`config.mk`:
```
export PLATFORM = sky130hd
export DESIGN_NAME = next_pc_unit
export DESIGN_NICKNAME = d
export VERILOG_FILES = /design/src/rtl/next_pc_unit.sv
export SDC_FILE = /design/constraint.sdc
export NUM_CORES = 1
export LEC_CHECK = 0
export CAP_MARGIN = 20
export CORE_AREA = 5 5 132 134
export DETAILED_ROUTE_END_ITERATION = 10
export DIE_AREA = 0 0 137 139
export GPL_TIMING_DRIVEN = 0
export PLACE_DENSITY_LB_ADDON = 0.2
export SLEW_MARGIN = 20
export SYNTH_ARGS = -nofsm -noshare
export SYNTH_HDL_FRONTEND = slang
export SYNTH_SLANG_ARGS = --single-unit
```
`constraint.sdc`:
```
create_clock -name clk -period 3.8 [get_ports clk]
set_input_delay 0.76 -clock clk [delete_from_list [all_inputs] [get_ports clk]]
set_output_delay 0.76 -clock clk [all_outputs]
set_load 0.02 [all_outputs]
```
`src/rtl/next_pc_unit.sv`:
```
module next_pc_unit #(
  parameter int          XLEN      = 32,
  parameter logic [31:0] RESET_VEC = 32'h0000_0100,
  parameter int          LINK_REG  = 29
) (
  input  logic            clk,
  input  logic            rst_n,
  input  logic            step,
  input  logic [31:0]     instr,
  input  logic [XLEN-1:0] src_a,
  input  logic [XLEN-1:0] src_b,
  input  logic            vec_load,
  input  logic [XLEN-1:0] vec_addr,
  output logic [XLEN-1:0] pc,
  output logic            link_we,
  output logic [4:0]      link_idx,
  output logic [XLEN-1:0] link_data,
  output logic [1:0]      ret_kind,
  output logic            trap_req,
  output logic [25:0]     trap_code,
  output logic            trap_wait
);
  localparam logic [5:0] OP_BEQ = 6'd17, OP_BNE = 6'd23, OP_BGT = 6'd18,
                         OP_BGE = 6'd19, OP_BGTU = 6'd21, OP_BGEU = 6'd20;
  localparam logic [5:0] OP_JR = 6'd48, OP_CALLR = 6'd54, OP_JI = 6'd56,
                         OP_CALLI = 6'd62, OP_RAISE = 6'd43;

  logic [5:0]      op;
  logic [4:0]      ra_idx;
  logic            fire, cond;
  logic [XLEN-1:0] seq_pc, br_pc, far_pc, nxt_pc;

  assign op     = instr[31:26];
  assign ra_idx = instr[25:21];
  assign fire   = step && !trap_wait && !vec_load;
  assign seq_pc = pc + XLEN'(4);
  assign br_pc  = pc + {{(XLEN-18){instr[15]}}, instr[15:0], 2'b00};
  assign far_pc = pc + {{(XLEN-28){instr[25]}}, instr[25:0], 2'b00};

  always_comb begin
    case (op)
      OP_BEQ:  cond = (src_a == src_b);
      OP_BNE:  cond = (src_a != src_b);
      OP_BGT:  cond = ($signed(src_a) >  $signed(src_b));
      OP_BGE:  cond = ($signed(src_a) >= $signed(src_b));
      OP_BGTU: cond = (src_a >  src_b);
      OP_BGEU: cond = (src_a >= src_b);
      default: cond = 1'b0;
    endcase
  end

  always_comb begin
    case (op)
      OP_BEQ, OP_BNE, OP_BGT, OP_BGE, OP_BGTU, OP_BGEU:
                         nxt_pc = cond ? br_pc : seq_pc;
      OP_JR, OP_CALLR:   nxt_pc = src_a;
      OP_JI, OP_CALLI:   nxt_pc = far_pc;
      OP_RAISE:          nxt_pc = pc;
      default:           nxt_pc = seq_pc;
    endcase
  end

  assign link_we   = fire && (op == OP_CALLR || op == OP_CALLI);
  assign link_idx  = 5'(LINK_REG);
  assign link_data = seq_pc;
  assign trap_req  = fire && (op == OP_RAISE);
  assign trap_code = instr[25:0];

  always_comb begin
    ret_kind = 2'd0;
    if (fire && op == OP_JR) begin
      case (ra_idx)
        5'd29:   ret_kind = 2'd1;
        5'd30:   ret_kind = 2'd2;
        5'd31:   ret_kind = 2'd3;
        default: ret_kind = 2'd0;
      endcase
    end
  end

  always_ff @(posedge clk) begin
    if (!rst_n) begin
      pc        <= RESET_VEC[XLEN-1:0];
      trap_wait <= 1'b0;
    end else if (vec_load) begin
      pc        <= vec_addr;
      trap_wait <= 1'b0;
    end else if (fire) begin
      pc <= nxt_pc;
      if (op == OP_RAISE) trap_wait <= 1'b1;
    end
  end

  a_r2_idle_holds: assert property (@(posedge clk) disable iff (!rst_n)
    (!step && !vec_load) |=> $stable(pc));

  a_r5_regjump_target: assert property (@(posedge clk) disable iff (!rst_n)
    (step && !trap_wait && !vec_load && instr[31:26] == 6'd48) |=> pc == $past(src_a));

  a_r8_trap_pulse: assert property (@(posedge clk) disable iff (!rst_n)
    trap_req |=> !trap_req && trap_wait);

  a_r9_frozen: assert property (@(posedge clk) disable iff (!rst_n)
    (trap_wait && !vec_load) |=> $stable(pc) && trap_wait);

  a_r10_vector: assert property (@(posedge clk) disable iff (!rst_n)
    vec_load |=> pc == $past(vec_addr) && !trap_wait);

  a_r7_link_excl: assert property (@(posedge clk) disable iff (!rst_n)
    link_we |-> !trap_req && ret_kind == 2'd0);
endmodule

```
==> results of run 1 <==
-- sequential cells by signal, summed over array words and instances (netlist names) --
| name | flops |
|---|---|
| pc | 32 |
| trap_wait | 1 |
-- cell families (layout without fill, tap and decap cells) --
family          Yosys count  count (layout)  share of synthesized area (%)
simple gates            299             299                          24.21
compound gates          280             280                          30.52
buf+inv                 117             355                          9.224
fa+ha+maj                76              76                          15.16
xor+xnor                 63              63                          8.729
flops                    33              33                          10.45
mux                      10              10                          1.584
other cells               2               5                         0.1188
-- metrics by stage --
stage / util [%] / total power, W / area [sq um]
4_1_cts: 56.56 / 0.002231 / 9148
3_5_place_dp: 54.66 / 0.001710 / 8840
3_3_place_gp: 54.66 / 0.001703 / 8840
6_report: 57.94 / 0.002290 / 9370
2_1_floorplan: - / 0.001190 / 6332
5_1_grt: 57.94 / 0.002402 / 9370
-- area by class of cell --
cell class / instances / area share (%)
Inverter: 53 / 2.123
Multi-Input combinational cell: 733 / 57.31
Clock buffer: 7 / 1.522
Tap cell: 220 / 2.938
Timing Repair Buffer: 231 / 24.54
Buffer: 63 / 4.099
Clock inverter: 1 / 0.3205
Sequential cell: 33 / 7.144
-- worst register-to-register path, delay by kind of cell (launching register included) --
family	cells	cell delay (ns)
AND/OR/NAND/NOR	1	0.42
flip-flops	1	0.48
XOR/XNOR	1	0.25
buffers and inverters	1	0.17
adder cells (fa/ha/maj)	1	0.29
AO/OA/AOI/OAI	8	1.49
-- report_power, final --
group / switching [W] / leakage, nW / total [W] / internal, W
Sequential: 0.0000734 / 0.276 / 0.000450 / 0.000377
Combinational: 0.000727 / 3.67 / 0.00134 / 0.000609
Clock: 0.000175 / 0.0841 / 0.000504 / 0.000328
Total: 0.000976 / 4.03 / 0.00229 / 0.00131
-- metal layers --
metal | up-vias | GRT usage, % | share of wire [%]
li1 | 3726 | - | -
met1 | 3650 | 34.83 | 40
met2 | 442 | 45.26 | 46
met3 | 73 | 4.245 | 10
met4 | 0 | 9.086 | 3.7
met5 | - | 0 | 0
-- timing repair --
| item | CTS | global route |
|---|---|---|
| pin swaps | 7 | 12 |
| gates cloned | 0 | 1 |
| setup buffers | 4 | 3 |
| endpoints found under the setup margin | 35 | 38 |
| gates resized for setup | 36 | 49 |
-- worst max-delay path by stage --
| stage | startpoint | to |
|---|---|---|
| 2_1_floorplan | instr[0] | pc[22] |
| 3_3_place_gp | instr[15] | pc[30] |
| 5_1_grt | src_a[21] | pc[9] |
| 6_report | src_a[21] | pc[5] |
| 4_1_cts | instr[0] | pc[30] |
| 3_5_place_dp | instr[15] | pc[30] |
-- cell usage after synthesis, drive strengths merged, types with 5 or more instances --
master,count,area [sq um]
a211oi,14,105.1
a21o,15,112.6
a21oi,70,354.1
a221o,7,70.07
a221oi,15,137.6
a31oi,10,62.56
a41oi,5,43.79
and2,5,31.28
and3,10,62.56
buf,39,289.0
clkbuf,25,95.09
dfxtp,33,660.6
ha,75,938.4
inv,53,198.9
mux2i,10,100.1
nand2,82,310.3
nand2b,8,50.05
nand3,26,130.1
nand4,19,137.6
nor2,71,266.5
nor3,31,171.4
nor3b,12,115.1
o211a,6,60.06
o211ai,20,150.1
o21a,11,82.58
o21ai,54,281.5
o221ai,6,52.55
o31ai,9,81.33
or3,15,98.84
xnor2,39,341.6
xor2,24,210.2
==> out/metrics.cfg, run 1 <==
[critical_path]
critical-path-max-stage-delay_ns=0.50
crit_path_start_kind=input port
critPathArrivalTime_ns=3.95
crit_path_end_kind=register
crit_fanout=6
critPathTopFamily=compound AO/OA/AOI/OAI gates
crit_required_ns=3.98
reg2reg_depth=12
path_cells=clkdlybuf4s50_1, ha_1, nand4_1, nor4_4, o221ai_1, nand4_1, nor2_1, a21oi_4, o31ai_4, buf_4, clkbuf_4, a221oi_1, o21ai_0, a32o_1
slowest_stage=clkdlybuf4s50_1
crit_top_cell=nand4_1
path_class=in2reg
r2r_slack_ns=0.60
path_buf_inv=3
r2r_start=pc[15]
rr_endpoint=pc[26]
cp.depth=14

[power]
pwr_density_cell_nw_per_um2=244.4
p_leak_nw=4.031
ir_drop_uv=160.3

[grt]
first_global_vias=7425
grt_overflow=0
grt_max_degree=17
antenna_found_initial=0
grt_usage_pct=26.94
grt_pass1_wl_microns=40590

[final_layout]
n_antenna_cell=0
final_common_cell=clkdlybuf4s50_1
layout_common_cells=207 x clkdlybuf4s50_1, 80 x nand2_1, 70 x nor2_1
multi_input_area_sq_um=5370
regArea_sq_um=669.4
area_delta_synth_final_pct=48.24
final_nets=1328
stdcell_count=1341
final_layout_size_suffix_gt1_share_pct=11.15
nFillCells=1569

[synth]
ys_warn_count=0
ys.flop_type=dfxtp_1
synth-edff-count=0
ys_seq_area_share_pct=10.45
syn_inst=880
synth_cell_types=77
async_reset_ff_share_pct=0
syn_area_sq_um=6321
ys_seq_elements=33
syn_area_per_cell_sq_um=7.183

[timing]
fin_worst_skew_ns=0.005906
max_freq_mhz=265.4
fin_ws_ns=0.03229
hold_violations=0
worstMarginPinSlew_ns=0.9434
rsz0062_at_grt=true
period_share_pct=99.15
slew_headroom_pct=36.31
drv_slew=0
fin_crit_ns=3.768
fin_hold_ws_ns=0.4925
setup_tns_ns=0
setup_violations=0

[die]
start_util_pct=39.09
die_h_microns=139
dieWidth_microns=137
placementRows=47
die_area_sq_um=19040
ioPinCount=232
coreArea_sq_um=16170

[worst_hold_path]
min_to=trap_wait
min_path_type=reg2reg
min_from=trap_wait
hold_path_depth=2

[clocking]
htree_levels=2
clock-sinks=33
path_clk_slew_ns=0.06
ctsHoldBuffers=0
cts_max_path_buffers=2
clk_latency_ns=0.29
cts_buffers=5
cts_tree=built
cts_root_buf=clkbuf_16

[routing]
vias=7891
dr.pass1.iters=5
first_iter_violations=626
avgViaCountPerCell=5.884
ant_nets=0
wl_per_cell_microns=20.58
drc=0
drt-total-wl_microns=27590

[placed_design]
place.gp.congestion=0.9449
dpl.cell_count=1326
post-place-ws_ns=-0.8977
dp_hpwl_microns=22020
portBuffers=223

[status]
outcome=finished clean

[run]
max_cap_violations=0

Power figures use the tool's default switching activity.
==> run 2: changes to the inputs <==
--- a/config.mk
+++ b/config.mk
@@ -10,7 +10,7 @@
 export DETAILED_ROUTE_END_ITERATION = 10
 export DIE_AREA = 0 0 137 139
 export GPL_TIMING_DRIVEN = 0
-export PLACE_DENSITY_LB_ADDON = 0.2
+export PLACE_DENSITY_LB_ADDON = 0.05
 export SLEW_MARGIN = 20
 export SYNTH_ARGS = -nofsm -noshare
 export SYNTH_HDL_FRONTEND = slang
==> out/metrics.cfg, run 2 (same netlist as run 1, synthesis figures left out) <==
[worst_hold_path]
min_from=trap_wait
min_path_type=reg2reg
hold_path_depth=2  ; unchanged

[routing]
avgViaCountPerCell=5.846  ; -0.65%
wl_per_cell_microns=20.49  ; -0.43%
vias=7881  ; -0.13%
drc=0  ; unchanged
dr.pass1.iters=6  ; +1
ant_nets=0  ; unchanged
first_iter_violations=558  ; -11%
drt-total-wl_microns=27620  ; about the same

[critical_path]
reg2reg_depth=11  ; -1
crit_path_end_kind=register
path_class=in2reg
path_cells=clkdlybuf4s50_1, inv_1, ha_4, nand4_4, nor4_4, nand3_2, and3_4, a211o_1, o2bb2ai_4, o31ai_4, buf_4, a221oi_2, o21a_1, a211oi_1
cp.depth=14  ; unchanged
crit_required_ns=4.01  ; +0.03 ns
slowest_stage=clkdlybuf4s50_1
crit_fanout=6  ; unchanged
critPathTopFamily=compound AO/OA/AOI/OAI gates
path_buf_inv=3  ; unchanged
critPathArrivalTime_ns=3.92  ; -0.03 ns
crit_path_start_kind=input port
critical-path-max-stage-delay_ns=0.47  ; -0.03 ns
r2r_start=pc[19]
critPathLaunch=src_b[25]

[final_layout]
final_common_cell=clkdlybuf4s50_1
regMostFlops=pc
nFillCells=1576  ; +0.45%
top_regs=pc: 32 flops, trap_wait: 1 flops
layout_common_cells=198 x clkdlybuf4s50_1, 81 x nand2_1, 70 x nor2_1
n_antenna_cell=0  ; unchanged
final_layout_size_suffix_gt1_share_pct=12.32  ; +1.2 points
area_delta_synth_final_pct=50.46
final_nets=1335  ; +0.53%
final_area_sq_um=9510  ; +1.5%
largest_reg_flops=32  ; unchanged

[die]
coreArea_sq_um=16170  ; unchanged
ioPinCount=232  ; unchanged
die_area_sq_um=19040  ; unchanged
placementRows=47  ; unchanged
die_h_microns=139  ; unchanged
start_util_pct=39.09  ; unchanged
dieWidth_microns=137  ; unchanged

[grt]
first_global_vias=7238  ; -2.5%
grt_max_degree=17  ; unchanged
grt_overflow=0  ; unchanged
grt_usage_pct=26.65  ; -0.29 points
antenna_found_initial=0  ; unchanged
grt_pass1_wl_microns=40080  ; -1.3%

[clocking]
cts_buffers=5  ; unchanged
htree_levels=2  ; unchanged
cts_tree=built
cts_max_path_buffers=2  ; unchanged
clock-sinks=33  ; unchanged
clk_latency_ns=0.29  ; about the same
ctsHoldBuffers=0  ; unchanged
cts_root_buf=clkbuf_16
path_clk_slew_ns=0.06  ; about the same

[placed_design]
portBuffers=223  ; unchanged
placed_area_sq_um=8840  ; unchanged
dp_hpwl_microns=22080  ; +0.27%
place.gp.congestion=0.9329  ; -1.3%

[run]
max_cap_violations=0  ; unchanged

[power]
ir_drop_uv=158.9  ; -0.87%
power_w=0.002298  ; +0.32%
p_leak_nw=4.155  ; +3.1%
pwr_density_cell_nw_per_um2=241.6  ; -1.2%

[timing]
setup_violations=0  ; unchanged
slew_headroom_pct=31.39  ; -4.9 points
worstMarginPinSlew_ns=1.016  ; +0.07279 ns
fin_crit_ns=3.715  ; -0.05227 ns
setup_tns_ns=0  ; unchanged
drv_slew=0  ; unchanged
period_share_pct=97.77  ; -1.4 points
fin_worst_skew_ns=0.006760  ; +0.0008541 ns
rsz0062_at_grt=true
hold_violations=0  ; unchanged
max_freq_mhz=269.1  ; +1.4%

[status]
outcome=finished clean

-- run 2: area by class of cell --
class	count	area, sq um	share of cell area [%]
Multi-Input combinational cell	733	5415	56.94
Timing Repair Buffer	238	2394	25.17
Sequential cell	33	671.9	7.065
Buffer	63	382.9	4.026
Tap cell	220	275.3	2.894
Inverter	53	198.9	2.092
Clock buffer	7	142.6	1.500
Clock inverter	1	30.03	0.3157
-- run 2: worst min-delay path: cells and delay by family (launching register included) --
kind,cells,cell delay [ns]
simple gates,2,0.14
flops,1,0.32
-- run 2: stage by stage --
stage / worst slack (ns) / hold WS [ns] / util [%] / cells
floorplan: 0.4250 / 0.5623 / - / 883
global placement: -1.018 / 0.4812 / 54.66 / 1326
detailed placement: -1.073 / 0.4852 / 54.66 / 1326
CTS: -0.1092 / 0.4994 / 56.55 / 1338
global route: -0.03063 / 0.5270 / 58.81 / 1348
finish: 0.08455 / 0.5078 / 58.81 / 1348
-- run 2: path summary, 6_finish.rpt --
check | to | slack (ns)
max | pc[31] | 0.08
min | trap_wait | 0.51
max reg2reg | pc[30] | 0.46
min reg2reg | trap_wait | 0.51
-- run 2: what timing repair did --
item | in CTS | in global routing
endpoints found under the setup margin | 36 | 34
gates resized for setup | 33 | 68
gates cloned | 0 | 1
setup buffers | 4 | 10
pin swaps | 4 | 31
-- run 2: power by group --
group / internal (W) / switching [W] / total [W]
Sequential: 0.000378 / 0.0000730 / 0.000451
Clock: 0.000328 / 0.000174 / 0.000502
Combinational: 0.000618 / 0.000726 / 0.00134
Total: 0.00132 / 0.000973 / 0.00230
-- run 2: metal layers --
layer  vias to the layer above  part of all wire [%]  global-route usage, %
li1                       3743                     -                      -
met1                      3711                    41                  34.19
met2                       379                    47                  44.90
met3                        48                   8.6                  4.898
met4                         0                   3.2                  8.351
met5                         -                     0                      0
